===== src/rtl/ckey_pkg.sv =====
package ckey_pkg;

   typedef enum logic [1:0] {
      CK_REG_KEY    = 2'd0,
      CK_REG_SUBST  = 2'd1,
      CK_REG_UPDATE = 2'd2,
      CK_REG_SPARE  = 2'd3
   } ck_reg_e;

   // channel 0 = blue (lowest), 1 = green, 2 = red
   function automatic int ch_width(input int ch, input int bw, input int gw, input int rw);
      return (ch == 0) ? bw : ((ch == 1) ? gw : rw);
   endfunction

   function automatic int ch_low(input int ch, input int bw, input int gw);
      return (ch == 0) ? 0 : ((ch == 1) ? bw : bw + gw);
   endfunction

endpackage


===== src/rtl/ckey_regs.sv =====
module ckey_regs
   import ckey_pkg::*;
#(
   parameter int PIX_W   = 16,
   parameter int ALPHA_W = 8,
   parameter int DATA_W  = 32
) (
   input  logic                       clk,
   input  logic                       rst_n,
   input  logic                       cfg_we,
   input  logic [1:0]                 cfg_addr,
   input  logic [DATA_W-1:0]          cfg_wdata,
   output logic [DATA_W-1:0]          cfg_rdata,
   input  logic                       vsync_in,
   output logic                       act_en,
   output logic [PIX_W-1:0]           act_key,
   output logic [PIX_W+ALPHA_W-1:0]   act_subst,
   output logic                       pending
);
   localparam int KEY_BITS = PIX_W + 1;
   localparam int SUB_BITS = PIX_W + ALPHA_W;

   if (DATA_W < SUB_BITS) begin : g_bad_data_w
      $error("ckey_regs: DATA_W too narrow for substitute register");
   end

   logic [KEY_BITS-1:0] stg_key;
   logic [SUB_BITS-1:0] stg_sub;
   logic [KEY_BITS-1:0] act_key_q;
   logic [SUB_BITS-1:0] act_sub_q;
   logic                pend_q;
   logic                commit;
   logic                req_set;
   logic                unused_wdata;

   assign commit  = pend_q & vsync_in;
   assign req_set = cfg_we && (ck_reg_e'(cfg_addr) == CK_REG_UPDATE) && cfg_wdata[0];
   assign unused_wdata = ^cfg_wdata[DATA_W-1:SUB_BITS];

   always_ff @(posedge clk or negedge rst_n) begin
      if (!rst_n) begin
         stg_key   <= '0;
         stg_sub   <= '0;
         act_key_q <= '0;
         act_sub_q <= '0;
         pend_q    <= 1'b0;
      end else begin
         if (commit) begin
            act_key_q <= stg_key;
            act_sub_q <= stg_sub;
         end
         if (cfg_we) begin
            case (ck_reg_e'(cfg_addr))
               CK_REG_KEY:   stg_key <= cfg_wdata[KEY_BITS-1:0];
               CK_REG_SUBST: stg_sub <= cfg_wdata[SUB_BITS-1:0];
               default: ;
            endcase
         end
         if (req_set)
            pend_q <= 1'b1;
         else if (commit)
            pend_q <= 1'b0;
      end
   end

   always_comb begin
      cfg_rdata = '0;
      case (ck_reg_e'(cfg_addr))
         CK_REG_KEY:    cfg_rdata[KEY_BITS-1:0] = stg_key;
         CK_REG_SUBST:  cfg_rdata[SUB_BITS-1:0] = stg_sub;
         CK_REG_UPDATE: cfg_rdata[0]            = pend_q;
         default:       cfg_rdata               = '0;
      endcase
   end

   assign act_en    = act_key_q[PIX_W];
   assign act_key   = act_key_q[PIX_W-1:0];
   assign act_subst = act_sub_q;
   assign pending   = pend_q;

   // active copy changes only on a commit clock
   a_r5_active_holds: assert property (@(posedge clk) disable iff (!rst_n)
      !commit |=> $stable({act_key_q, act_sub_q}));

   // flag drops after commit unless re-requested
   a_r6_flag_clears: assert property (@(posedge clk) disable iff (!rst_n)
      (commit && !req_set) |=> !pending);

   // reserved bits of the key register read zero
   a_r2_key_reserved: assert property (@(posedge clk) disable iff (!rst_n)
      (ck_reg_e'(cfg_addr) == CK_REG_KEY) |-> (cfg_rdata[DATA_W-1:KEY_BITS] == '0));

endmodule


===== src/rtl/ckey_match.sv =====
module ckey_match
   import ckey_pkg::*;
#(
   parameter int R_W      = 5,
   parameter int G_W      = 6,
   parameter int B_W      = 5,
   parameter int ALPHA_W  = 8,
   parameter int NARROW_W = 4
) (
   input  logic                       clk,
   input  logic                       rst_n,
   input  logic                       narrow,
   input  logic                       act_en,
   input  logic [R_W+G_W+B_W-1:0]     act_key,
   input  logic [R_W+G_W+B_W-1:0]     act_color,
   input  logic [ALPHA_W-1:0]         act_alpha,
   input  logic                       in_valid,
   input  logic                       in_hsync,
   input  logic                       in_vsync,
   input  logic [R_W+G_W+B_W-1:0]     in_pix,
   input  logic [R_W+G_W+B_W-1:0]     in_lower,
   output logic                       s_valid,
   output logic                       s_hsync,
   output logic                       s_vsync,
   output logic [R_W+G_W+B_W-1:0]     s_upper,
   output logic [ALPHA_W-1:0]         s_alpha,
   output logic [R_W+G_W+B_W-1:0]     s_lower
);
   localparam int PIX_W = R_W + G_W + B_W;

   logic [2:0] hit;
   logic       match;

   for (genvar ch = 0; ch < 3; ch++) begin : g_chan
      localparam int W  = ch_width(ch, B_W, G_W, R_W);
      localparam int LO = ch_low(ch, B_W, G_W);
      localparam logic [W-1:0] NMASK = W'((2 ** NARROW_W) - 1);
      if (NARROW_W > W) begin : g_bad_narrow
         $error("ckey_match: NARROW_W exceeds a channel width");
      end
      logic [W-1:0] mask;
      logic [W-1:0] diff;
      assign mask     = narrow ? NMASK : {W{1'b1}};
      assign diff     = in_pix[LO +: W] ^ act_key[LO +: W];
      assign hit[ch]  = ((diff & mask) == '0);
   end

   assign match = act_en & (&hit);

   always_ff @(posedge clk or negedge rst_n) begin
      if (!rst_n) begin
         s_valid <= 1'b0;
         s_hsync <= 1'b0;
         s_vsync <= 1'b0;
         s_upper <= '0;
         s_alpha <= '0;
         s_lower <= '0;
      end else begin
         s_valid <= in_valid;
         s_hsync <= in_hsync;
         s_vsync <= in_vsync;
         s_upper <= match ? act_color : in_pix;
         s_alpha <= match ? act_alpha : {ALPHA_W{1'b1}};
         s_lower <= in_lower;
      end
   end

   // with keying off every pixel passes opaque and unchanged
   a_r3_off_passes: assert property (@(posedge clk) disable iff (!rst_n)
      (in_valid && !act_en) |=> (s_alpha == {ALPHA_W{1'b1}} && s_upper == $past(in_pix)));

   // a pixel differing in the full-width compare is never keyed
   a_r3_mismatch_passes: assert property (@(posedge clk) disable iff (!rst_n)
      (in_valid && !narrow && in_pix != act_key) |=> (s_upper == $past(in_pix)));

   initial begin
      assert (PIX_W > 0) else $error("ckey_match: empty pixel");
   end

endmodule


===== src/rtl/ckey_blend_chan.sv =====
module ckey_blend_chan #(
   parameter int W       = 5,
   parameter int ALPHA_W = 8
) (
   input  logic [ALPHA_W-1:0] alpha,
   input  logic [W-1:0]       upper,
   input  logic [W-1:0]       lower,
   output logic [W-1:0]       mix
);
   localparam int SUM_W = W + ALPHA_W + 1;
   localparam logic [SUM_W-1:0] FULL = SUM_W'((2 ** ALPHA_W) - 1);

   logic [SUM_W-1:0] acc;
   logic [SUM_W-1:0] quo;
   logic [SUM_W-W-1:0] unused_quo;

   always_comb begin
      acc = SUM_W'(alpha) * SUM_W'(upper) + (FULL - SUM_W'(alpha)) * SUM_W'(lower);
      quo = acc / FULL;
   end

   assign mix        = quo[W-1:0];
   assign unused_quo = quo[SUM_W-1:W];

endmodule


===== src/rtl/ckey_blend.sv =====
module ckey_blend
   import ckey_pkg::*;
#(
   parameter int R_W     = 5,
   parameter int G_W     = 6,
   parameter int B_W     = 5,
   parameter int ALPHA_W = 8
) (
   input  logic                     clk,
   input  logic                     rst_n,
   input  logic                     s_valid,
   input  logic                     s_hsync,
   input  logic                     s_vsync,
   input  logic [R_W+G_W+B_W-1:0]   s_upper,
   input  logic [ALPHA_W-1:0]       s_alpha,
   input  logic [R_W+G_W+B_W-1:0]   s_lower,
   output logic                     out_valid,
   output logic                     out_hsync,
   output logic                     out_vsync,
   output logic [R_W+G_W+B_W-1:0]   out_pix
);
   localparam int PIX_W = R_W + G_W + B_W;

   logic [PIX_W-1:0] mixed;

   for (genvar ch = 0; ch < 3; ch++) begin : g_mix
      localparam int W  = ch_width(ch, B_W, G_W, R_W);
      localparam int LO = ch_low(ch, B_W, G_W);
      ckey_blend_chan #(.W(W), .ALPHA_W(ALPHA_W)) i_chan (
         .alpha (s_alpha),
         .upper (s_upper[LO +: W]),
         .lower (s_lower[LO +: W]),
         .mix   (mixed[LO +: W])
      );
   end

   always_ff @(posedge clk or negedge rst_n) begin
      if (!rst_n) begin
         out_valid <= 1'b0;
         out_hsync <= 1'b0;
         out_vsync <= 1'b0;
         out_pix   <= '0;
      end else begin
         out_valid <= s_valid;
         out_hsync <= s_hsync;
         out_vsync <= s_vsync;
         out_pix   <= mixed;
      end
   end

   // full alpha shows the upper pixel unchanged
   a_r9_opaque_upper: assert property (@(posedge clk) disable iff (!rst_n)
      (s_valid && s_alpha == {ALPHA_W{1'b1}}) |=> (out_pix == $past(s_upper)));

   // zero alpha shows the lower pixel unchanged
   a_r9_clear_lower: assert property (@(posedge clk) disable iff (!rst_n)
      (s_valid && s_alpha == '0) |=> (out_pix == $past(s_lower)));

endmodule


===== src/rtl/ckey_overlay_unit.sv =====
module ckey_overlay_unit
   import ckey_pkg::*;
#(
   parameter int R_W      = 5,
   parameter int G_W      = 6,
   parameter int B_W      = 5,
   parameter int ALPHA_W  = 8,
   parameter int NARROW_W = 4,
   parameter int DATA_W   = 32
) (
   input  logic                   clk,
   input  logic                   rst_n,
   input  logic                   cfg_we,
   input  logic [1:0]             cfg_addr,
   input  logic [DATA_W-1:0]      cfg_wdata,
   output logic [DATA_W-1:0]      cfg_rdata,
   input  logic                   mode_rgb444,
   input  logic                   in_valid,
   input  logic                   in_hsync,
   input  logic                   in_vsync,
   input  logic [R_W+G_W+B_W-1:0] in_pix,
   input  logic [R_W+G_W+B_W-1:0] in_lower,
   output logic                   out_valid,
   output logic                   out_hsync,
   output logic                   out_vsync,
   output logic [R_W+G_W+B_W-1:0] out_pix
);
   localparam int PIX_W = R_W + G_W + B_W;
   localparam int SUB_W = PIX_W + ALPHA_W;

   if (R_W < 1 || G_W < 1 || B_W < 1) begin : g_bad_chan
      $error("ckey_overlay_unit: channel widths must be positive");
   end
   if (ALPHA_W < 1) begin : g_bad_alpha
      $error("ckey_overlay_unit: ALPHA_W must be positive");
   end

   logic               act_en;
   logic [PIX_W-1:0]   act_key;
   logic [SUB_W-1:0]   act_subst;
   logic               pending;
   logic               s_valid, s_hsync, s_vsync;
   logic [PIX_W-1:0]   s_upper, s_lower;
   logic [ALPHA_W-1:0] s_alpha;
   logic               unused_pending;

   assign unused_pending = pending;

   ckey_regs #(.PIX_W(PIX_W), .ALPHA_W(ALPHA_W), .DATA_W(DATA_W)) i_regs (
      .clk       (clk),
      .rst_n     (rst_n),
      .cfg_we    (cfg_we),
      .cfg_addr  (cfg_addr),
      .cfg_wdata (cfg_wdata),
      .cfg_rdata (cfg_rdata),
      .vsync_in  (in_vsync),
      .act_en    (act_en),
      .act_key   (act_key),
      .act_subst (act_subst),
      .pending   (pending)
   );

   ckey_match #(.R_W(R_W), .G_W(G_W), .B_W(B_W), .ALPHA_W(ALPHA_W), .NARROW_W(NARROW_W)) i_match (
      .clk       (clk),
      .rst_n     (rst_n),
      .narrow    (mode_rgb444),
      .act_en    (act_en),
      .act_key   (act_key),
      .act_color (act_subst[PIX_W-1:0]),
      .act_alpha (act_subst[SUB_W-1:PIX_W]),
      .in_valid  (in_valid),
      .in_hsync  (in_hsync),
      .in_vsync  (in_vsync),
      .in_pix    (in_pix),
      .in_lower  (in_lower),
      .s_valid   (s_valid),
      .s_hsync   (s_hsync),
      .s_vsync   (s_vsync),
      .s_upper   (s_upper),
      .s_alpha   (s_alpha),
      .s_lower   (s_lower)
   );

   ckey_blend #(.R_W(R_W), .G_W(G_W), .B_W(B_W), .ALPHA_W(ALPHA_W)) i_blend (
      .clk       (clk),
      .rst_n     (rst_n),
      .s_valid   (s_valid),
      .s_hsync   (s_hsync),
      .s_vsync   (s_vsync),
      .s_upper   (s_upper),
      .s_alpha   (s_alpha),
      .s_lower   (s_lower),
      .out_valid (out_valid),
      .out_hsync (out_hsync),
      .out_vsync (out_vsync),
      .out_pix   (out_pix)
   );

   // valid and sync markers arrive two clocks later
   a_r7_valid_latency: assert property (@(posedge clk) disable iff (!rst_n)
      in_valid |-> ##2 out_valid);
   a_r7_vsync_latency: assert property (@(posedge clk) disable iff (!rst_n)
      in_vsync |-> ##2 out_vsync);
   a_r7_hsync_latency: assert property (@(posedge clk) disable iff (!rst_n)
      in_hsync |-> ##2 out_hsync);

endmodule


===== config.mk =====
export PLATFORM = sky130hd
export DESIGN_NAME = ckey_overlay_unit
export DESIGN_NICKNAME = d
export VERILOG_FILES = /design/src/rtl/ckey_pkg.sv /design/src/rtl/ckey_regs.sv /design/src/rtl/ckey_match.sv /design/src/rtl/ckey_blend_chan.sv /design/src/rtl/ckey_blend.sv /design/src/rtl/ckey_overlay_unit.sv
export SDC_FILE = /design/constraint.sdc
export NUM_CORES = 1
export LEC_CHECK = 0
export ABC_CLOCK_PERIOD_IN_PS = 10500
export CAP_MARGIN = 20
export CORE_MARGIN = 2
export CORE_UTILIZATION = 35
export CTS_BUF_LIST = sky130_fd_sc_hd__clkbuf_4 sky130_fd_sc_hd__clkbuf_8
export DETAILED_ROUTE_END_ITERATION = 12
export GPL_TIMING_DRIVEN = 0
export PLACE_DENSITY = 0.53
export SYNTH_ARGS = -nofsm -noshare
export SYNTH_HDL_FRONTEND = slang
export SYNTH_HIERARCHICAL = 1
export SYNTH_SLANG_ARGS = --single-unit

===== constraint.sdc =====
create_clock -name clk -period 10.5 [get_ports clk]
set_input_delay 2.625 -clock clk [delete_from_list [all_inputs] [get_ports clk]]
set_output_delay 2.625 -clock clk [all_outputs]
set_load 0.02 [all_outputs]

# Word level (Yosys, flattened, before mapping)
# Cells that the tools add are included.
# totals
ff_bits	145
inputBits	73
output_inout_bits	51
word_cells	58
# classes
addsub	5
n_mul	6
div_mod_pow	3
n_eq_ne	2
n_mux	9
n_bitwise	8
n_reduce_logical	10
# ops
operator	count
$pmux W16 S2	1
$add A13 B14 Y14	2
$div A14 B8 Y14 const B	2
$mul A8 B5 Y13	2
$sub A8 B8 Y9 const A	2
$mux W16	1
$add A14 B15 Y15	1
$div A15 B8 Y15 const B	1
$mul A9 B7 Y15	1
$mul A14 B5 Y14	1
$mul A8 B6 Y14	1
$mul A9 B6 Y14	1
$and A5 B5 Y5	2
$logic_not A5 Y1	2
$xor A5 B5 Y5	2
$mux W8	1
$mux W7	1
$and A6 B6 Y6	1
$logic_not A6 Y1	1
$mux W6	1
$xor A6 B6 Y6	1
$mux W5	1
$reduce_and A2 Y1	2
$pmux W1 S3	1
other kinds (8)	11

# Depth between registers and ports, before layout
# Gate-level depths: netlist (run 1).
# logic_depth
depth_word	6
depth_mapped	40
mapped_depth_nobuf	36

# By module
# The synthesis (run 1) kept the hierarchy.
# by_module_without_submodules
mod	instances	cells_each	area_per_inst_um2	seq_area_each_um2
ckey_blend_chan (i_blend.g_mix[1].i_chan)	1	653	5285.1	0.0
ckey_blend_chan (i_blend.g_mix[2].i_chan)	1	520	4340.4	0.0
ckey_blend_chan (i_blend.g_mix[0].i_chan)	1	522	4242.8	0.0
ckey_regs	1	234	3473.3	2077.0
ckey_match	1	92	1576.5	1076.0
ckey_blend	1	19	475.5	475.5

# Least setup slack after synthesis (run 1)
# Ideal clock, no wire load.
# synth_timing
path_type	register to register
startpoint	register i_match.s_alpha[5]
endpoint	register i_blend.out_pix[5]
setup_time_ns	0.139
t_arrival_ns	9.388
required_ns	10.361
slack_ns	0.973
stages_incl_launch_ff	35
n_path_buf	2
synth_period_minus_slack_ns	9.527
path_cell_list	dfrtp_1 -> clkbuf_1 -> nand2b_1 -> fa_1 -> inv_1 -> fa_1 -> fa_1 -> fa_1 -> inv_1 -> fa_1 -> inv_1 -> ha_1 -> a21o_1 -> a311o_1 -> or4_4 -> o211a_4 -> or4b_1 -> buf_2 -> and3_4 -> o21a_1 -> a2111oi_4 -> and4_1 -> o221ai_4 -> xnor2_4 -> nand2_1 -> o311a_1 -> a311oi_1 -> nor2_1 -> ha_1 -> and3_1 -> mux2i_1 -> nand2_1 -> a31o_2 -> a32oi_1 -> o221ai_1
# synth_via
elab_chain_len	4
word_cells_on_any_way	5
classes_between	2 x add/sub; 2 x mul; 1 x div
# synth_lines
item	line_no	rtl
start: declaration	ckey_match.sv:26	output logic [ALPHA_W-1:0] s_alpha,
start signal: assignment	ckey_match.sv:63	s_alpha <= match ? act_alpha : {ALPHA_W{1'b1}};
$sub A8 B8 Y9	ckey_blend_chan.sv:18	acc = SUM_W'(alpha) * SUM_W'(upper) + (FULL - SUM_W'(alpha)) * SUM_W'(lower);
$mul A9 B7 Y15	ckey_blend_chan.sv:18	
$add A14 B15 Y15 *	ckey_blend_chan.sv:18	
$div A15 B8 Y15 *	ckey_blend_chan.sv:19	quo = acc / FULL;
named net i_blend.mixed[5]	ckey_blend.sv:24	logic [PIX_W-1:0] mixed;
end signal: assignment	ckey_blend.sv:47	out_pix <= mixed;
end: declaration	ckey_blend.sv:20	output logic [R_W+G_W+B_W-1:0] out_pix
# The timed path passes the listed nets; every way through them passes the cells marked *.
# A chain may end at the register's enable or synchronous reset.

# Worst setup path after layout (run 1)
# layout_timing
startpoint	register i_match.s_alpha[4]
endpoint	register i_blend.out_pix[5]
# The elaborated chain is that of the path after synthesis.

==> results of run 1 <==
==> layout make-up <==
cell class | instances | share of cell area [%]
Multi-Input combinational cell | 1565 | 66.0
Sequential cell | 145 | 16.5
Timing Repair Buffer | 115 | 5.24
Inverter | 281 | 4.76
Tap cell | 748 | 4.23
Buffer | 50 | 1.31
Clock buffer | 17 | 1.06
Clock inverter | 15 | 0.893
==> flip-flops by register name, indices dropped and copies added (netlist names), 8 cells and up <==
register	flops
i_match/s_alpha	8
i_regs/stg_key	17
i_regs/stg_sub	24
i_regs/act_subst	24
i_match/s_upper	16
i_regs/act_key_q	17
i_match/s_lower	16
i_blend/out_pix	16
==> logic make-up (layout without fill, tap and decap cells) <==
logic type | after synthesis | in the layout
buffers and inverters | 337 | 478
adder cells (fa/ha/maj) | 318 | 318
AO/OA/AOI/OAI | 345 | 345
other | 4 | 11
flip-flops | 145 | 145
AND/OR/NAND/NOR | 664 | 664
XOR/XNOR | 81 | 81
multiplexers | 146 | 146
==> synthesized netlist by cell type, types with 21 or more instances <==
master    number
inv_1        281
fa_1         179
a21o_1        23
xor2_1        31
nor2_1        86
o21ai_0       35
clkbuf_1      21
nand2_1      112
mux2_2        95
and3_1        27
nor2b_1       92
xnor2_1       44
ha_1         137
a21oi_1       55
mux2i_1       40
nor3_1        23
nand2b_1      52
and2_1       120
dfrtp_1      145
nand3_1       34
o211ai_1      24
==> metal layers <==
metal	track usage, %	vias to the layer above	share of wire (%)	wire (um)
met1	23.8	7696	48	23800
met4	3.96	4	1.3	670
met3	2.88	59	3.2	1590
li1	-	7268	-	-
met2	30.8	272	48	23900
met5	0	-	0.054	27
==> metrics by stage <==
stage	cell area (um^2)	TNS (ns)	hold WS [ns]
global route	22100	-0.0784	0.372
global placement	21400	-1.33	0.338
floorplan	19400	0	0.331
finish	22100	0	0.363
CTS	22000	0	0.365
detailed placement	21500	-1.45	0.337
==> timing repair <==
item | CTS | global route
hold endpoints to repair | 0 | 0
setup buffers | 0 | 7
setup endpoints to repair | 2 | 2
pin swaps | 0 | 5
resized for setup | 27 | 23
==> worst max-delay path by stage <==
stage,start,to,slack [ns],cells past startpoint
after floorplan,i_match/s_alpha[5]$_DFF_PN0_,i_blend/out_pix[5]$_DFF_PN0_,0.97,34
after global placement,i_match/s_alpha[3]$_DFF_PN0_,i_blend/out_pix[5]$_DFF_PN0_,-0.98,37
after detailed placement,i_match/s_alpha[3]$_DFF_PN0_,i_blend/out_pix[5]$_DFF_PN0_,-1.03,37
after CTS,i_match/s_alpha[6]$_DFF_PN0_,i_blend/out_pix[5]$_DFF_PN0_,0.06,37
after global routing,i_match/s_alpha[3]$_DFF_PN0_,i_blend/out_pix[5]$_DFF_PN0_,-0.08,38
final,i_match/s_alpha[4]$_DFF_PN0_,i_blend/out_pix[5]$_DFF_PN0_,0.37,37
==> flow_summary.yaml, run 1 <==
status:
  status: "completed"
grt:
  grtUsageTotal_pct: 18.0
  grt_max_degree: 81
  antenna_found_initial: 2
  grt_pass1_vias: 15800
  gr-total-overflow: 0
  grt_pass1_wl_um: 82300
floorplanning:
  num_rows: 86
  die_h_um: 239
  die_w_um: 239
  io_pins: 124
  die_area_um2: 57300
  core_um2: 55000
  start_util_pct: 35.3
place:
  port_buffers: 107
  dp.cells: 2903
  globalplace.congestion: 0.856
  dp_slack_ns: -1.03
  dpl.hpwl_um: 39500
cts:
  clock_path_buffers: 2
  clock_sink_count: 145
  cts_hold_buf: 0
  cts_made_buffers: 17
  clk_latency_ns: 0.56
  path_clk_slew_ns: 0.12
  root_buffer: "clkbuf_8"
  cts_tree: "done"
  htreeDepth: 4
worst_setup_path:
  worst_path_largest_cell_delay_ns: 0.65
  required_ns: 10.94
  startpoint_type: "register"
  r2r.worst_path.cells: 37
  cp-end-kind: "register"
  reg2reg_to: "i_blend/out_pix[5]$_DFF_PN0_"
  rrSetupSlack_ns: 0.37
  arrival_ns: 10.58
  worst-path-max-fanout: 32
  crit_type: "register to register"
  reg2reg_from: "i_match/s_alpha[4]$_DFF_PN0_"
  critPathBufInv: 7
  cp_common_cell: "fa_1"
  cp_slowest_cell: "dfrtp_4"
  crit_family: "adder cells"
drt:
  wl_per_cell_um: 17.0
  drt-pass1-iter-count: 5
  viasPerCell: 5.21
  vias: 15300
  ant_nets: 0
  drc: 0
  finalWirelength_um: 49900
  drt_iter0_drc: 878
synthesis:
  synthArstFlopShare_pct: 100
  synth_xor_area_share_pct: 3.98
  ys_top_cells_by_area: "dfrtp_1 19%, fa_1 18%, ha_1 8.8%, mux2_2 5.5%, inv_1 5.4%"
  ys_ff_latch: 145
  synth_mux_area_share_pct: 8.43
  synthesis.area_um2: 19400
  synth_top_family_by_area: "adder cells"
  ys_dominant_reg_cell: "dfrtp_1"
  ys_types: 125
  yosysTopAreaCell: "dfrtp_1"
  synth.top_cell.area_share_pct: 18.7
  synth_adder_area_share_pct: 27.4
  seq_area_frac_synth_pct: 18.7
  synthCells: 2040
  yosys.area_share.simple_pct: 19.7
  synth_edf_count: 0
  synth_warnings: 6
  avgSynthCellArea_um2: 9.51
  synth_compound_area_share_pct: 14.7
cells_and_area:
  fillCellCount: 5527
  multi_input_area_um2: 14600
  synthToLayoutAreaGrowth_pct: 14.2
  regArea_um2: 3650
  fin_cells: 2936
  drive_above_1_share_pct: 14.1
  fin_nets: 2564
  fin_util_pct: 40.3
  final_common_cell: "inv_1"
  most-common-layout-cells: "281 x inv_1, 179 x fa_1, 137 x ha_1, 137 x dfrtp_1, 120 x and2_1"
  n_antenna_cell: 0
worst_hold_path:
  hp-start: "i_match/s_hsync$_DFF_PN0_"
  min_path_type: "register to register"
  hold_path_end: "i_blend/out_hsync$_DFF_PN0_"
  worst_hold_path.num_cells: 0
sta:
  fin_crit_sh_pct: 96.5
  slew_headroom_pct: 45.6
  setup_slack_ns: 0.365
  fin_crit_ns: 10.13
  finalSetupViolations: 0
  clock.fmax_mhz: 98.7
  final_max_slew_viol_count: 0
  tightest_slew_ns: 0.814
  final.setup_skew_ns: 0.0294
  hold_viol: 0
job:
  maxCapViolCount: 0
Power of run 1 is not shown: default switching activity piles up to over one toggle a cycle in this logic, so the estimate is an artifact.
==> inputs of run 2 (changes only) <==
- CORE_UTILIZATION: 35 -> 55
- PLACE_DENSITY: 0.53 -> 0.76
==> run 2 against run 1 <==
Via count is 2.2% higher. Global-route usage is 8.7 points higher. First-iteration DRC count is 15% higher. Critical path type unchanged. Register-to-register slack worse by 0.02 ns. Wire length is 5.5% lower. Sequential cell count stayed put. Setup slack worse by 0.017 ns.
==> flow_summary.yaml, run 2 (synthesis results as in run 1) <==
cts:
  clk_latency_ns: 0.50
  cts_hold_buf: 0
  path_clk_slew_ns: 0.12
  htreeDepth: 4
  clock_path_buffers: 2
  cts_tree: "done"
  root_buffer: "clkbuf_8"
  clock_sink_count: 145
  cts_made_buffers: 17
drt:
  ant_nets: 0
  vias: 15600
  drt-pass1-iter-count: 5
  drt_iter0_drc: 1012
  wl_per_cell_um: 17.7
  viasPerCell: 5.86
  finalWirelength_um: 47200
  drc: 0
floorplanning:
  core_um2: 34600
  io_pins: 124
  die_area_um2: 36800
  die_w_um: 192
  num_rows: 68
  die_h_um: 192
  start_util_pct: 56.0
worst_hold_path:
  hp-start: "i_match/s_vsync$_DFF_PN0_"
  min_path_type: "register to register"
sta:
  fin_crit_ns: 10.15
  final.setup_skew_ns: 0.0310
  finalSetupViolations: 0
  slew_headroom_pct: 47.8
  tightest_slew_ns: 0.781
  final_max_slew_viol_count: 0
  fin_crit_sh_pct: 96.7
  hold_viol: 0
  whs_ns: 0.367
  clock.fmax_mhz: 98.5
worst_setup_path:
  arrival_ns: 10.52
  worst_path_largest_cell_delay_ns: 0.55
  cp_slowest_cell: "dfrtp_4"
  reg2reg_from: "i_match/s_alpha[4]$_DFF_PN0_"
  crit_type: "register to register"
  startpoint_type: "register"
  required_ns: 10.87
  cp_common_cell: "fa_1"
  cp-startpoint: "i_match/s_alpha[4]$_DFF_PN0_"
  worst-path-max-fanout: 10
  cp-end-kind: "register"
place:
  globalplace.congestion: 0.895
  port_buffers: 107
  dpl.hpwl_um: 36200
  dp.cells: 2610
  placed_area_um2: 21100
grt:
  grtUsageTotal_pct: 26.7
  gr-total-overflow: 0
  antenna_found_initial: 1
  grt_max_degree: 90
  grt_pass1_vias: 16100
  grt_pass1_wl_um: 79000
cells_and_area:
  fin_cells: 2666
  fin_nets: 2587
  n_antenna_cell: 0
  final_common_cell: "inv_1"
  synthToLayoutAreaGrowth_pct: 13.7
  drive_above_1_share_pct: 15.4
  most-common-layout-cells: "281 x inv_1, 179 x fa_1, 137 x dfrtp_1"
  finalInstanceArea_um2: 22000
status:
  status: "completed"
job:
  maxCapViolCount: 0
==> run 2: stage by stage <==
step | worst slack, ns | TNS [ns] | util, %
4_1_cts | 0.0283 | 0 | 62.3
3_3_place_gp | -0.511 | -0.511 | 60.8
3_5_place_dp | -0.631 | -0.631 | 60.9
2_1_floorplan | 0.973 | 0 | -
6_report | 0.349 | 0 | 63.7
5_1_grt | -0.130 | -0.130 | 63.7
==> run 2: layout make-up <==
type                    instances  area, um^2
inverters                     281        1050
clock buffers                  18         248
repair buffers                136        1310
fillers                      2827       12600
multi-input cells            1565       14700
well taps                     455         569
clock inverters                14         169
plain buffers                  52         302
flip-flops and latches        145        3650
==> run 2: critical path, delay by kind of cell (launching register included) <==
family	cells	cell delay, ns
adders and majority gates	7	3.08
xor gates and xnor gates	1	0.13
and+or+nand+nor	11	2.46
buffers and inverters	7	0.78
DFF	1	0.55
AOI/OAI and AO/OA	10	2.76
muxes	1	0.26
==> run 2: repair_timing <==
action / in CTS / in global routing
pin swaps: 0 / 14
endpoints found under the setup margin: 1 / 2
resized for setup: 21 / 57
buffers inserted: 0 / 28
==> run 2: routing by layer <==
metal,global-route usage [%],vias up,wire length [um]
met1,35.9,7797,21000
met2,44.7,443,22900
met3,3.75,61,2390
met4,7.87,2,859
li1,-,7325,-
met5,0,-,11
==> run 2: worst paths after layout <==
check / cells after the start / to / slack, ns
max in group asynchronous: 2 / i_match/s_alpha[7]$_DFF_PN0_ / 7.50
min in group asynchronous: 1 / i_blend/out_pix[9]$_DFF_PN0_ / 2.07
max: 37 / i_blend/out_pix[5]$_DFF_PN0_ / 0.35
min: 0 / i_blend/out_vsync$_DFF_PN0_ / 0.37
max reg2reg: 37 / i_blend/out_pix[5]$_DFF_PN0_ / 0.35
min reg2reg: 0 / i_blend/out_vsync$_DFF_PN0_ / 0.37
Power of run 2 is left out for the same reason.
==> inputs of run 3 (changes only) <==
- CTS_CLUSTER_DIAMETER: not set -> 200
- GPL_TIMING_DRIVEN: 0 -> not set
==> run 3 against run 2 <==
Non-clock buffer count is 53 lower. Clock-buffer cell count is 1 lower. Sequential cell count unchanged. First-iteration DRC count rose by 18%. Cell count fell by 2.0%. Clock skew grew 0.0045 ns.
==> flow_summary.yaml, run 3 (synthesis results as in run 1) <==
drt:
  viasPerCell: 5.86
  drt_iter0_drc: 1196
  finalWirelength_um: 45300
  ant_nets: 0
  wl_per_cell_um: 17.3
  drt-pass1-iter-count: 5
  vias: 15300
  drc: 0
floorplanning:
  core_um2: 34600
  io_pins: 124
  start_util_pct: 56.0
  die_area_um2: 36800
  num_rows: 68
  die_h_um: 192
  die_w_um: 192
grt:
  grt_max_degree: 85
  antenna_found_initial: 2
  grt_pass1_vias: 15500
  grt_pass1_wl_um: 76300
  gr-total-overflow: 0
  grtUsageTotal_pct: 25.7
cells_and_area:
  fillCellCount: 2819
  fin_util_pct: 61.9
  synthToLayoutAreaGrowth_pct: 10.4
  drive_above_1_share_pct: 12.7
  final_common_cell: "inv_1"
  finalInstanceArea_um2: 21400
  fin_nets: 2534
  most-common-layout-cells: "281 x inv_1, 179 x fa_1, 142 x dfrtp_1"
sta:
  finalSetupViolations: 0
  rsz0062_at_grt: "no"
  clock.fmax_mhz: 101
  final_max_slew_viol_count: 0
  fin_crit_sh_pct: 94.3
  setup_tns_ns: 0
  whs_ns: 0.366
  slew_headroom_pct: 27.0
  hold_viol: 0
  final.setup_skew_ns: 0.0354
  tightest_slew_ns: 1.10
  fin_crit_ns: 9.91
place:
  placed_area_um2: 20900
  globalplace.congestion: 0.908
  dpl.hpwl_um: 35200
  port_buffers: 107
cts:
  cts_made_buffers: 17
  cts_hold_buf: 0
  clock_path_buffers: 2
  htreeDepth: 4
  path_clk_slew_ns: 0.12
  clock_sink_count: 145
  clk_latency_ns: 0.51
  cts_tree: "done"
  root_buffer: "clkbuf_8"
worst_setup_path:
  arrival_ns: 10.29
  worst-path-max-fanout: 12
  startpoint_type: "register"
  cp_common_cell: "fa_1"
  reg2reg_from: "i_match/s_alpha[5]$_DFF_PN0_"
  r2r.worst_path.cells: 33
  worst_path_largest_cell_delay_ns: 0.70
  required_ns: 10.89
  reg2reg_to: "i_blend/out_pix[5]$_DFF_PN0_"
  cp-end-kind: "register"
  crit_type: "register to register"
  cp_slowest_cell: "or4b_4"
  rrSetupSlack_ns: 0.59
worst_hold_path:
  worst_hold_path.num_cells: 0
  hold_path_end: "i_blend/out_valid$_DFF_PN0_"
  min_path_type: "register to register"
  hp-start: "i_match/s_valid$_DFF_PN0_"
status:
  status: "completed"
job:
  maxCapViolCount: 0
## run 3: cell types whose count changed in the layout (fill, tap and decap cells not counted), sizes merged
cell      delta
buf         -38
clkbuf      -16
bufinv       -1
clkinv       -1
clkinvlp     +1
diode        +1
inv          +1
## run 3: area by class of cell
cell class	count	area (um^2)	share of cell area, %
inverter	281	1050	4.92
sequential	145	3630	17.0
tap	455	569	2.66
multi-input combinational	1565	14500	67.7
clock inverter	14	126	0.590
clock buffer	17	234	1.09
timing repair buffer	135	1300	6.08
antenna	1	2.50	0.0117
## run 3: worst max-delay path by stage
stage / to / cells after the start / from
2_1_floorplan: i_blend/out_pix[5]$_DFF_PN0_ / 34 / i_match/s_alpha[5]$_DFF_PN0_
4_1_cts: i_blend/out_pix[5]$_DFF_PN0_ / 34 / i_match/s_alpha[3]$_DFF_PN0_
5_1_grt: i_blend/out_pix[5]$_DFF_PN0_ / 34 / i_match/s_upper[8]$_DFF_PN0_
3_5_place_dp: i_blend/out_pix[5]$_DFF_PN0_ / 34 / i_match/s_alpha[3]$_DFF_PN0_
3_3_place_gp: i_blend/out_pix[5]$_DFF_PN0_ / 34 / i_match/s_alpha[3]$_DFF_PN0_
6_report: i_blend/out_pix[5]$_DFF_PN0_ / 33 / i_match/s_alpha[5]$_DFF_PN0_
## run 3: critical path, delay by kind of cell (launching register included)
kind,cells,cell delay (ns)
buffers and inverters,4,0.20
DFF,1,0.52
xor gates and xnor gates,1,0.30
muxes,2,0.62
and+or+nand+nor,9,2.20
AOI/OAI and AO/OA,10,2.77
adders and majority gates,7,3.19
## run 3: what timing repair did
action | in CTS | in global routing
buffers inserted | 0 | 2
endpoints found under the setup margin | 0 | 1
gates resized for setup | 0 | 17
## run 3: through the flow
stage	worst slack, ns	instances
2_1_floorplan	0.973	2047
3_3_place_gp	0.398	2578
3_5_place_dp	0.278	2578
4_1_cts	0.281	2609
5_1_grt	0.0139	2612
6_report	0.594	2613
## run 3: per-layer routing
| layer | up-vias | track usage (%) | wire length (um) |
|---|---|---|---|
| met5 | - | 0 | 13 |
| met4 | 2 | 6.45 | 739 |
| met3 | 60 | 4.62 | 2550 |
| met2 | 442 | 43.1 | 21600 |
| met1 | 7602 | 34.3 | 20300 |
| li1 | 7211 | - | - |
Power of run 3 is left out for the same reason.
